`config.mk`:
```
export PLATFORM = sky130hd
export DESIGN_NAME = pps_steer
export DESIGN_NICKNAME = d
export VERILOG_FILES = /design/src/rtl/pps_pkg.sv /design/src/rtl/pps_sync.sv /design/src/rtl/pps_meter.sv /design/src/rtl/pps_phase.sv /design/src/rtl/pps_outgate.sv /design/src/rtl/pps_steer.sv
export SDC_FILE = /design/constraint.sdc
export NUM_CORES = 1
export LEC_CHECK = 0
export ABC_AREA = 0
export CORE_AREA = 2 2 39 41
export DETAILED_ROUTE_END_ITERATION = 8
export DIE_AREA = 0 0 41 43
export PLACE_DENSITY = 0.8
export SLEW_MARGIN = 0
export SYNTH_ARGS = -nofsm -noshare
export SYNTH_HDL_FRONTEND = slang
export SYNTH_HIERARCHICAL = 1
export SYNTH_SLANG_ARGS = --single-unit
```
`constraint.sdc`:
```
create_clock -name clk -period 1.76 [get_ports clk]
set_clock_uncertainty 0.1 [all_clocks]
set_input_delay 0.352 -clock clk [delete_from_list [all_inputs] [get_ports clk]]
set_output_delay 0.352 -clock clk [all_outputs]
set_load 0.01 [all_outputs]
```
`src/rtl/pps_pkg.sv`:
```
package pps_pkg;

    typedef enum logic [1:0] {
        ST_WAIT  = 2'd0,
        ST_ARMED = 2'd1,
        ST_PASS  = 2'd2,
        ST_SPENT = 2'd3
    } meter_st_t;

    localparam int unsigned NUM_IN = 5;

endpackage

```
`src/rtl/pps_sync.sv`:
```
module pps_sync #(
    parameter int unsigned WIDTH  = 5,
    parameter int unsigned STAGES = 2
) (
    input  logic             clk,
    input  logic             rst_n,
    input  logic [WIDTH-1:0] d,
    output logic [WIDTH-1:0] q
);
    logic [WIDTH-1:0] chain [STAGES];

    genvar g;
    generate
        for (g = 0; g < STAGES; g++) begin : g_stage
            if (g == 0) begin : g_first
                always_ff @(posedge clk or negedge rst_n) begin
                    if (!rst_n) chain[g] <= '0;
                    else        chain[g] <= d;
                end
            end else begin : g_next
                always_ff @(posedge clk or negedge rst_n) begin
                    if (!rst_n) chain[g] <= '0;
                    else        chain[g] <= chain[g-1];
                end
            end
        end
    endgenerate

    assign q = chain[STAGES-1];
endmodule

```
`src/rtl/pps_meter.sv`:
```
module pps_meter
    import pps_pkg::*;
(
    input  logic      clk,
    input  logic      rst_n,
    input  logic      start,
    input  logic      gate,
    output logic      pass,
    output logic      fired,
    output meter_st_t st
);
    meter_st_t st_nx;

    // state register
    always_ff @(posedge clk or negedge rst_n) begin
        if (!rst_n) st <= ST_WAIT;
        else        st <= st_nx;
    end

    // next state and pass-through output
    always_comb begin
        st_nx = st;
        pass  = 1'b0;
        if (start) begin
            st_nx = ST_ARMED;                     // T_ARM
        end else begin
            unique case (st)
                ST_WAIT:  st_nx = ST_WAIT;        // T_HOLD
                ST_ARMED: begin
                    if (gate) begin
                        st_nx = ST_PASS;          // T_OPEN
                        pass  = 1'b1;
                    end
                end
                ST_PASS: begin
                    if (gate) pass  = 1'b1;
                    else      st_nx = ST_SPENT;   // T_CLOSE
                end
                ST_SPENT: st_nx = ST_SPENT;       // T_HOLD
                default:  st_nx = ST_WAIT;
            endcase
        end
    end

    // memory flop: a pulse passed during the current period
    always_ff @(posedge clk or negedge rst_n) begin
        if (!rst_n)     fired <= 1'b0;
        else if (start) fired <= 1'b0;
        else if (pass)  fired <= 1'b1;
    end
endmodule

```
`src/rtl/pps_phase.sv`:
```
module pps_phase (
    input  logic clk,
    input  logic rst_n,
    input  logic start,
    input  logic fired,
    output logic phase
);
    // phase 0 selects driver A, 1 selects driver B
    always_ff @(posedge clk or negedge rst_n) begin
        if (!rst_n)              phase <= 1'b0;
        else if (start && fired) phase <= ~phase;
    end
endmodule

```
`src/rtl/pps_outgate.sv`:
```
module pps_outgate #(
    parameter bit ACTIVE_HIGH = 1'b1
) (
    input  logic clk,
    input  logic rst_n,
    input  logic pass,
    input  logic phase,
    output logic drv_a,
    output logic drv_b
);
    localparam logic IDLE_LVL = ACTIVE_HIGH ? 1'b0 : 1'b1;

    logic act_a;
    logic act_b;

    always_comb begin
        act_a = pass & ~phase;
        act_b = pass &  phase;
    end

    always_ff @(posedge clk or negedge rst_n) begin
        if (!rst_n) begin
            drv_a <= IDLE_LVL;
            drv_b <= IDLE_LVL;
        end else begin
            drv_a <= act_a ^ IDLE_LVL;
            drv_b <= act_b ^ IDLE_LVL;
        end
    end
endmodule

```
`src/rtl/pps_steer.sv`:
```
module pps_steer
    import pps_pkg::*;
#(
    parameter bit          ACTIVE_HIGH = 1'b1,
    parameter int unsigned SYNC_STAGES = 2
) (
    input  logic clk,
    input  logic rst_n,
    input  logic sync_i,
    input  logic blank_i,
    input  logic pwm_i,
    input  logic shdn_n_i,
    input  logic uvlo_i,
    output logic drv_a_o,
    output logic drv_b_o
);
    logic [NUM_IN-1:0] raw_in;
    logic [NUM_IN-1:0] syn_in;
    logic s_sync, s_blank, s_pwm, s_shdn_n, s_uvlo;
    logic gate, pass, fired, phase;
    meter_st_t st;

    assign raw_in = {sync_i, blank_i, pwm_i, shdn_n_i, uvlo_i};

    pps_sync #(.WIDTH(NUM_IN), .STAGES(SYNC_STAGES)) u_sync (
        .clk(clk), .rst_n(rst_n), .d(raw_in), .q(syn_in)
    );

    assign {s_sync, s_blank, s_pwm, s_shdn_n, s_uvlo} = syn_in;

    // qualified compare: shutdown, blanking and lockout all close it
    assign gate = s_pwm & s_shdn_n & ~s_blank & ~s_uvlo;

    pps_meter u_meter (
        .clk(clk), .rst_n(rst_n), .start(s_sync), .gate(gate),
        .pass(pass), .fired(fired), .st(st)
    );

    pps_phase u_phase (
        .clk(clk), .rst_n(rst_n), .start(s_sync), .fired(fired), .phase(phase)
    );

    pps_outgate #(.ACTIVE_HIGH(ACTIVE_HIGH)) u_out (
        .clk(clk), .rst_n(rst_n), .pass(pass), .phase(phase),
        .drv_a(drv_a_o), .drv_b(drv_b_o)
    );
endmodule

```
==> results.toml, run 1 <==
[run_status]
outcome = "finished, final reports clean"

[yosys]
yosys.area.top_type = "dfrtp_1"
synthTopCellsByArea = "dfrtp_1 65%, ha_1 8.1%, buf_4 6.1%"
synth_most_common_cell = "dfrtp_1"
synth_area_sq_um = 618
ys_types = 16
synth_area_per_cell_sq_um = 14.0
synth_edf_count = 0
synth_top_area_share = 0.648
ys_top_cells_by_count = "16 x dfrtp_1, 5 x buf_4, 4 x ha_1, 4 x nor2_1, 3 x inv_1"
synthArstFlopShare = 1.00
synth_seq_cells = 16
ys_seq_area_frac = 0.648
synth_flop_cell = "dfrtp_1"
yosysWarningCount = 6
postSynthCellCount = 44
syn_nets = 55

[critical_path]
worstSetupStartpoint = "u_out/drv_b$_DFF_PN0_"
crit_path_start_kind = "register"
worstPathRequired_ns = 1.31
endpoint_kind = "primary output"
cp_slowest_stage_delay_ns = 0.52
cp_slowest_cell = "clkdlybuf4s50_1"
arrival_ns = 1.13
crit_chain = "clkdlybuf4s50_1"
cp.depth = 1
cp_max_fo = 1
reg2reg_from = "u_sync/q[3]$_DFF_PN0_"
rr_worst_depth = 3
path_buf_inv = 1
cp_top_family = "buffers and inverters"
worstSetupPathType = "register to primary output"

[layout]
antennaDiodeCount = 0
stdcell_count = 67
num-nets-final = 64
drive_above_1_share = 0.176
n_fill_cell = 126
utilization = 0.514
area_delta_synth_final_pct = 15.0

[grt]
antenna_found_initial = 0
grt_max_degree = 17
grt_pass1_vias = 316
gr-total-overflow = 0
grt_use_total = 0.116
grt_pass1_wl_um = 1270

[clock_network]
root_buffer = "clkbuf_4"
cts.sinks = 16
clock_latency_ns = 0.27
cts_made_buffers = 3
htreeDepth = 1
cts_tree = "yes"
post_cts_resized = 0
cts_setup_buffers = 0
clockBufferDepth = 2
cts_hold_buf = 0
clk_pin_slew_ns = 0.08

[sta]
hold_viol = 0
min_period_over_period = 0.899
period_minus_slack_ns = 1.58
worst_slack_ns = 0.178
relSlewSlack = 0.869
fin_tns_setup_ns = 0
final_max_slew_viol_count = 0
rsz0062_at_grt = "no"
worst_pin_slew_ns = 0.197
setup-violations-final = 0
hold_ws_ns = 0.251
fmax_mhz = 632

[detailed_routing]
vias_per_cell = 4.63
via_count = 310
wl_um = 734
drtIter0Drc = 2
ant_nets = 0
drc = 0
wire_per_inst_um = 11.0
drtPass1Iterations = 4

[floorplanning]
die_w_um = 41
die-area_sq_um = 1760
coreArea_sq_um = 1380
initial_core_util = 0.447
ios = 9
dieHeight_um = 43
rows = 14

[placement]
portBuffers = 8
pre_cts_ws_ns = 0.256
gp_congestion = 0.681
hpwlAfterDp_um = 549
dp_cells = 64

[power]
p_per_area_nw_per_um2 = 1120
static-leakage-power_nw = 0.343
ir_drop_uv = 542

[flow_run]
timing.max_cap.violations = 0

[worst_hold_path]
min_path_cells = 0
hp-start = "u_sync/chain[8]$_DFF_PN0_"
hp-class = "register to register"
[metrics by stage]
stage               area, sq um  total power, mW
finish                      711            0.793
detailed placement          688            0.628
global placement            688            0.621
global route                711            0.854
CTS                         711            0.807
floorplan                   618            0.580
[worst register-to-register path, delay by kind of cell (launching register included)]
| kind | cells | cell delay, ns |
|---|---|---|
| muxes | 2 | 0.61 |
| and+or+nand+nor | 1 | 0.33 |
| DFF | 1 | 0.36 |
[sequential cells by signal (all words and copies together) (netlist names)]
register and count:
u_meter/fired 1, u_phase/phase 1, u_sync/chain 5, u_meter/st 2, u_out/drv_a 1, u_out/drv_b 1
u_sync/q 5
[final cells by class]
cell class                 instances  area, sq um  share of cell area
inverter                           3         11.3              0.0158
timing repair buffer               9         87.6               0.123
multi-input combinational         20          169               0.238
sequential                        16          400               0.563
clock buffer                       3         22.5              0.0317
tap                               16         20.0              0.0282
[worst paths after layout]
check,slack [ns],endpoint
max in group asynchronous,1.09,u_sync/q[0]$_DFF_PN0_
worst max register to register,0.26,u_meter/st[1]$_DFFE_PN0P_
worst min-delay path,0.25,u_sync/q[3]$_DFF_PN0_
worst min register to register,0.25,u_sync/q[3]$_DFF_PN0_
worst max-delay path,0.18,drv_b_o
min in group asynchronous,0.29,u_meter/st[1]$_DFFE_PN0P_
[cell families after synthesis]
logic type,Yosys count,share of synthesized area
compound gates,2,0.0223
xor+xnor,1,0.0142
fa+ha+maj,4,0.0810
buf+inv,8,0.0790
flops,16,0.648
mux,2,0.0486
simple gates,11,0.107
[cell usage in the layout, fill, tap and decap left out, types with 2 or more instances in the layout]
master | Yosys | layout
clkbuf_4 | 0 | 3
mux2_4 | 2 | 2
ha_1 | 4 | 4
nor2_1 | 4 | 4
inv_1 | 3 | 3
clkdlybuf4s50_1 | 0 | 8
dfrtp_1 | 16 | 16
[report_power, final]
part           internal, mW  switching [mW]  total [mW]
Clock                0.0791          0.0962       0.175
Combinational         0.102          0.0731       0.175
Sequential            0.411          0.0322       0.443
Total                 0.592           0.202       0.793
[routing by layer]
metal	track usage	routed length (um)	share of wire
met1	0.113	299	0.41
met2	0.184	394	0.54
met3	0.0471	30	0.041
met4	0.0800	8	0.011
met5	0	0	0
Power figures use the tool's default switching activity.
==> inputs of run 2 (changes only) <==
DONT_BUFFER_PORTS = 1   (was default)
PLACE_DENSITY = 0.71   (was 0.8)
==> run 2 against run 1 <==
Effect of this change:
- via count decreased by 4.5%
- global-route usage decreased by 0.30 points
- wire length increased by 0.27%
- cell count decreased by 3.0%
- critical path depth increased by 2
- die area unchanged
- total power increased by 5.7%
- maximum frequency increased by 4.1%
- critical endpoint is now u_meter/st[1]$_DFFE_PN0P_
- largest power group unchanged
- highest routed layer is now met3
==> results.toml, run 2 (synthesized netlist as in run 1, its figures left out) <==
[run_status]
outcome = "finished, final reports clean"

[floorplanning]
ios = 9
rows = 14
coreArea_sq_um = 1380
initial_core_util = 0.447
die_w_um = 41
die-area_sq_um = 1760
dieHeight_um = 43

[worst_hold_path]
hp-class = "register to register"
hp-start = "u_sync/chain[7]$_DFF_PN0_"
holdPathEnd = "u_sync/q[2]$_DFF_PN0_"
min_path_cells = 0

[critical_path]
reg2reg_from = "u_sync/q[0]$_DFF_PN0_"
cp_slowest_stage_delay_ns = 0.37
endpoint_kind = "register"
cp_slowest_cell = "dfrtp_1"
path_buf_inv = 0
crit_path_start_kind = "register"
worstPathRequired_ns = 1.83
reg2reg_to = "u_meter/st[1]$_DFFE_PN0P_"
arrival_ns = 1.59
cp_top_family = "multiplexers"
cp_max_fo = 4
rr_worst_depth = 3
crit_chain = "and4bb_2, mux2_4, mux2_4"
worstSetupPathType = "register to register"
rrSetupSlack_ns = 0.24
worst_path_most_repeated_cell = "mux2_4"

[grt]
antenna_found_initial = 0
gr-total-overflow = 0
grt_use_total = 0.113
grt_pass1_vias = 331
grt_pass1_wl_um = 1260
grt_max_degree = 17

[sta]
period_minus_slack_ns = 1.52
relSlewSlack = 0.550
rsz0062_at_grt = "no"
hold_viol = 0
fmax_mhz = 658
fin_tns_setup_ns = 0
min_period_over_period = 0.863
final_max_slew_viol_count = 0
worst_pin_slew_ns = 0.674
setup-violations-final = 0

[layout]
multi_input_area_sq_um = 169
num-nets-final = 61
area_delta_synth_final_pct = 12.8
final_common_cell = "dfrtp_1"
n_fill_cell = 116
antennaDiodeCount = 0
drive_above_1_share = 0.184
stdcell_count = 65
layout_common_cells = "16 x dfrtp_1, 6 x dlygate4sd3_1, 4 x nor2_1, 4 x ha_1"
area.sequential_sq_um = 400

[detailed_routing]
ant_nets = 0
drtPass1Iterations = 2
wire_per_inst_um = 11.3
wl_um = 736
drtIter0Drc = 3
vias_per_cell = 4.55
via_count = 296
drc = 0

[power]
static-leakage-power_nw = 0.340
ir_drop_uv = 625
fin_total_pwr_mw = 0.838
p_per_area_nw_per_um2 = 1200

[clock_network]
clk_pin_slew_ns = 0.09
htreeDepth = 1
root_buffer = "clkbuf_4"
cts_made_buffers = 3
clockBufferDepth = 2
clock_latency_ns = 0.27
cts_tree = "yes"
cts.sinks = 16

[placement]
hpwlAfterDp_um = 501
gp_congestion = 0.642
dp_cells = 55
portBuffers = 0

[flow_run]
timing.max_cap.violations = 0
==> run 2: final cells by class <==
class	count	area share
clock buffers	4	0.0521
repair buffers	6	0.0862
well taps	16	0.0287
multi-input cells	20	0.242
flip-flops and latches	16	0.575
inverters	3	0.0162
==> run 2: routing by layer <==
metal / GRT usage / wire, um / vias to the layer above
li1: - / - / 144
met1: 0.121 / 317 / 145
met2: 0.178 / 394 / 7
met3: 0.0471 / 25 / 0
met4: 0.0600 / 0 / 0
met5: 0 / 0 / -
==> run 2: how the worst max path moves through the flow <==
stage	start	to	slack, ns	cells after the start
2_1_floorplan	u_sync/q[3]$_DFF_PN0_	u_meter/st[1]$_DFFE_PN0P_	0.17	4
3_3_place_gp	u_sync/q[3]$_DFF_PN0_	u_meter/st[1]$_DFFE_PN0P_	0.27	3
3_5_place_dp	u_sync/q[0]$_DFF_PN0_	u_meter/st[1]$_DFFE_PN0P_	0.24	3
4_1_cts	u_sync/q[0]$_DFF_PN0_	u_meter/st[1]$_DFFE_PN0P_	0.23	3
5_1_grt	u_sync/q[0]$_DFF_PN0_	u_meter/st[1]$_DFFE_PN0P_	0.19	3
6_report	u_sync/q[0]$_DFF_PN0_	u_meter/st[1]$_DFFE_PN0P_	0.24	3
==> run 2: worst register-to-register path, stage by stage (launching register included) <==
cell and delay (ns):
dfrtp_1 0.37, and4bb_2 0.33, mux2_4 0.32, mux2_4 0.29
==> run 2: metrics by stage <==
step	worst slack (ns)	area, sq um	hold WS, ns	utilization
2_1_floorplan	0.168	618	-0.0436	-
3_3_place_gp	0.271	601	-0.0433	0.434
3_5_place_dp	0.240	601	-0.0433	0.434
4_1_cts	0.227	697	0.256	0.504
5_1_grt	0.192	697	0.261	0.504
6_report	0.240	697	0.252	0.504
==> run 2: where the power goes <==
group | switching [mW] | total [mW] | internal, mW
Clock | 0.104 | 0.230 | 0.126
Combinational | 0.0668 | 0.161 | 0.0939
Sequential | 0.0364 | 0.447 | 0.411
Total | 0.208 | 0.838 | 0.630
==> run 2: repair_timing <==
| action | 4_1_cts | 5_1_grt |
|---|---|---|
| buffers inserted | 0 | 0 |
| endpoints found under the hold margin | 21 | 0 |
| gates resized for setup | 0 | 0 |
| endpoints found under the setup margin | 0 | 0 |
| hold buffers | 6 | 0 |
==> inputs of run 3 (changes only) <==
CELL_PAD_IN_SITES_DETAIL_PLACEMENT = 1   (was default)
CELL_PAD_IN_SITES_GLOBAL_PLACEMENT = 1   (was default)
CORE_AREA = default   (was 2 2 39 41)
CORE_MARGIN = 1   (was default)
CORE_UTILIZATION = 46   (was default)
DIE_AREA = default   (was 0 0 41 43)
PLACE_DENSITY = 0.81   (was 0.71)
==> run 3 against run 2 <==
Effect of this change:
- non-clock buffer count unchanged
- via count increased by 4.7%
- worst hold slack about the same
- global-route usage increased by 7.8 points
- worst setup slack got worse by 0.020 ns
- total power decreased by 4.7%
- maximum frequency decreased by 1.3%
- cell count decreased by 4.6%
- wire length increased by 29%
- critical path type unchanged
- critical endpoint unchanged
- largest power group unchanged
- highest routed layer unchanged
==> results.toml, run 3 (synthesized netlist as in run 1, its figures left out) <==
[placement]
dp_cells = 53
hpwlAfterDp_um = 665
gp_congestion = 0.631
place_area_sq_um = 598
pre_cts_ws_ns = 0.220
portBuffers = 0

[critical_path]
cp_slowest_stage_delay_ns = 0.37
path_buf_inv = 0
worstSetupPathType = "register to register"
crit_path_start_kind = "register"
rr_worst_depth = 3
cp_slowest_cell = "dfrtp_1"
cp.depth = 3
cp_max_fo = 4
worstPathRequired_ns = 1.83
cp_top_family = "multiplexers"
endpoint_kind = "register"
worst_path_most_repeated_cell = "mux2_4"
arrival_ns = 1.61
crit_chain = "and4bb_2, mux2_4, mux2_4"

[power]
combPwrFrac = 0.216
fin_total_pwr_mw = 0.799
seq_power_share = 0.561
ir_drop_uv = 523
static-leakage-power_nw = 0.333
p_clk_frac = 0.223
p_int_mw = 0.586
p_per_area_nw_per_um2 = 1170
switching_share = 0.266
switching_power_mw = 0.212

[sta]
hold_viol = 0
min_period_over_period = 0.874
setup-violations-final = 0
hold_ws_ns = 0.253
worst_slack_ns = 0.221
relSlewSlack = 0.557
worst_pin_slew_ns = 0.662
fin_tns_setup_ns = 0
period_minus_slack_ns = 1.54
final_max_slew_viol_count = 0
rsz0062_at_grt = "no"
fmax_mhz = 650

[clock_network]
clockBufferDepth = 2
clk_pin_slew_ns = 0.08
clock_latency_ns = 0.28
cts_made_buffers = 3
cts_tree = "yes"
root_buffer = "clkbuf_4"
htreeDepth = 1
cts_setup_buffers = 0
cts.sinks = 16

[floorplanning]
die-area_sq_um = 1490
ios = 9
dieHeight_um = 38.7
coreArea_sq_um = 1170
rows = 12
die_w_um = 38.7
initial_core_util = 0.528

[detailed_routing]
wire_per_inst_um = 15.4
drc = 0
wl_um = 952
vias_per_cell = 5.00
drtPass1Iterations = 2
via_count = 310
ant_nets = 0
drtIter0Drc = 3

[grt]
antenna_found_initial = 0
grt_max_degree = 17
grt_use_total = 0.191
gr-total-overflow = 0
grt_pass1_wl_um = 1700
grt_pass1_vias = 370

[layout]
area_delta_synth_final_pct = 10.1
drive_above_1_share = 0.167
layout_common_cells = "16 x dfrtp_1, 6 x dlygate4sd3_1, 4 x nor2_1, 4 x ha_1"
final_common_cell = "dfrtp_1"
design_area_sq_um = 681
num-nets-final = 61
n_fill_cell = 111
utilization = 0.581
antennaDiodeCount = 0
stdcell_count = 62

[flow_run]
timing.max_cap.violations = 0

[run_status]
outcome = "finished, final reports clean"

[worst_hold_path]
min_path_cells = 0
hp-class = "register to register"
run 3: changes by cell type in the layout (fill, tap and decap cells not counted), sizes merged:
cell    change
clkbuf      -1
run 3: worst register-to-register path: stages, from the launching register on:
cell	delay (ns)
dfrtp_1	0.37
and4bb_2	0.33
mux2_4	0.32
mux2_4	0.30
run 3: final timing paths:
path | from | endpoint | slack (ns)
setup reg to reg | u_sync/q[0]$_DFF_PN0_ | u_meter/st[1]$_DFFE_PN0P_ | 0.22
hold reg to reg | u_sync/chain[6]$_DFF_PN0_ | u_sync/q[1]$_DFF_PN0_ | 0.25
min in group asynchronous | rst_n | u_meter/st[0]$_DFFE_PN0P_ | 0.44
hold / removal | u_sync/chain[6]$_DFF_PN0_ | u_sync/q[1]$_DFF_PN0_ | 0.25
setup / recovery | u_sync/q[0]$_DFF_PN0_ | u_meter/st[1]$_DFFE_PN0P_ | 0.22
max in group asynchronous | rst_n | u_sync/q[2]$_DFF_PN0_ | 0.69
run 3: power by group through the flow:
| stage | clock (mW) | combinational [mW] | sequential [mW] |
|---|---|---|---|
| global route | 0.209 | 0.201 | 0.456 |
| CTS | 0.184 | 0.176 | 0.451 |
| floorplan | 0 | 0.137 | 0.443 |
| detailed placement | 0 | 0.155 | 0.457 |
| finish | 0.178 | 0.173 | 0.448 |
| global placement | 0 | 0.138 | 0.449 |
run 3: repair_timing:
action | 4_1_cts | 5_1_grt
endpoints found under the hold margin | 21 | 0
endpoints found under the setup margin | 0 | 0
gates resized for setup | 0 | 0
hold buffers | 6 | 0
run 3: cell type report:
| class | instances | area (sq um) | share of cell area |
|---|---|---|---|
| repair buffers | 6 | 60.1 | 0.0882 |
| flip-flops and latches | 16 | 400 | 0.588 |
| well taps | 14 | 17.5 | 0.0257 |
| inverters | 3 | 11.3 | 0.0165 |
| multi-input cells | 20 | 169 | 0.248 |
| clock buffers | 3 | 22.5 | 0.0331 |
run 3: layer usage:
layer | wire (um) | GRT usage | part of all wire | up-vias
met4 | 0 | 0.0776 | 0 | 0
met5 | 0 | 0 | 0 | -
met1 | 356 | 0.193 | 0.37 | 156
met2 | 548 | 0.321 | 0.58 | 10
li1 | - | - | - | 144
met3 | 46 | 0.104 | 0.048 | 0
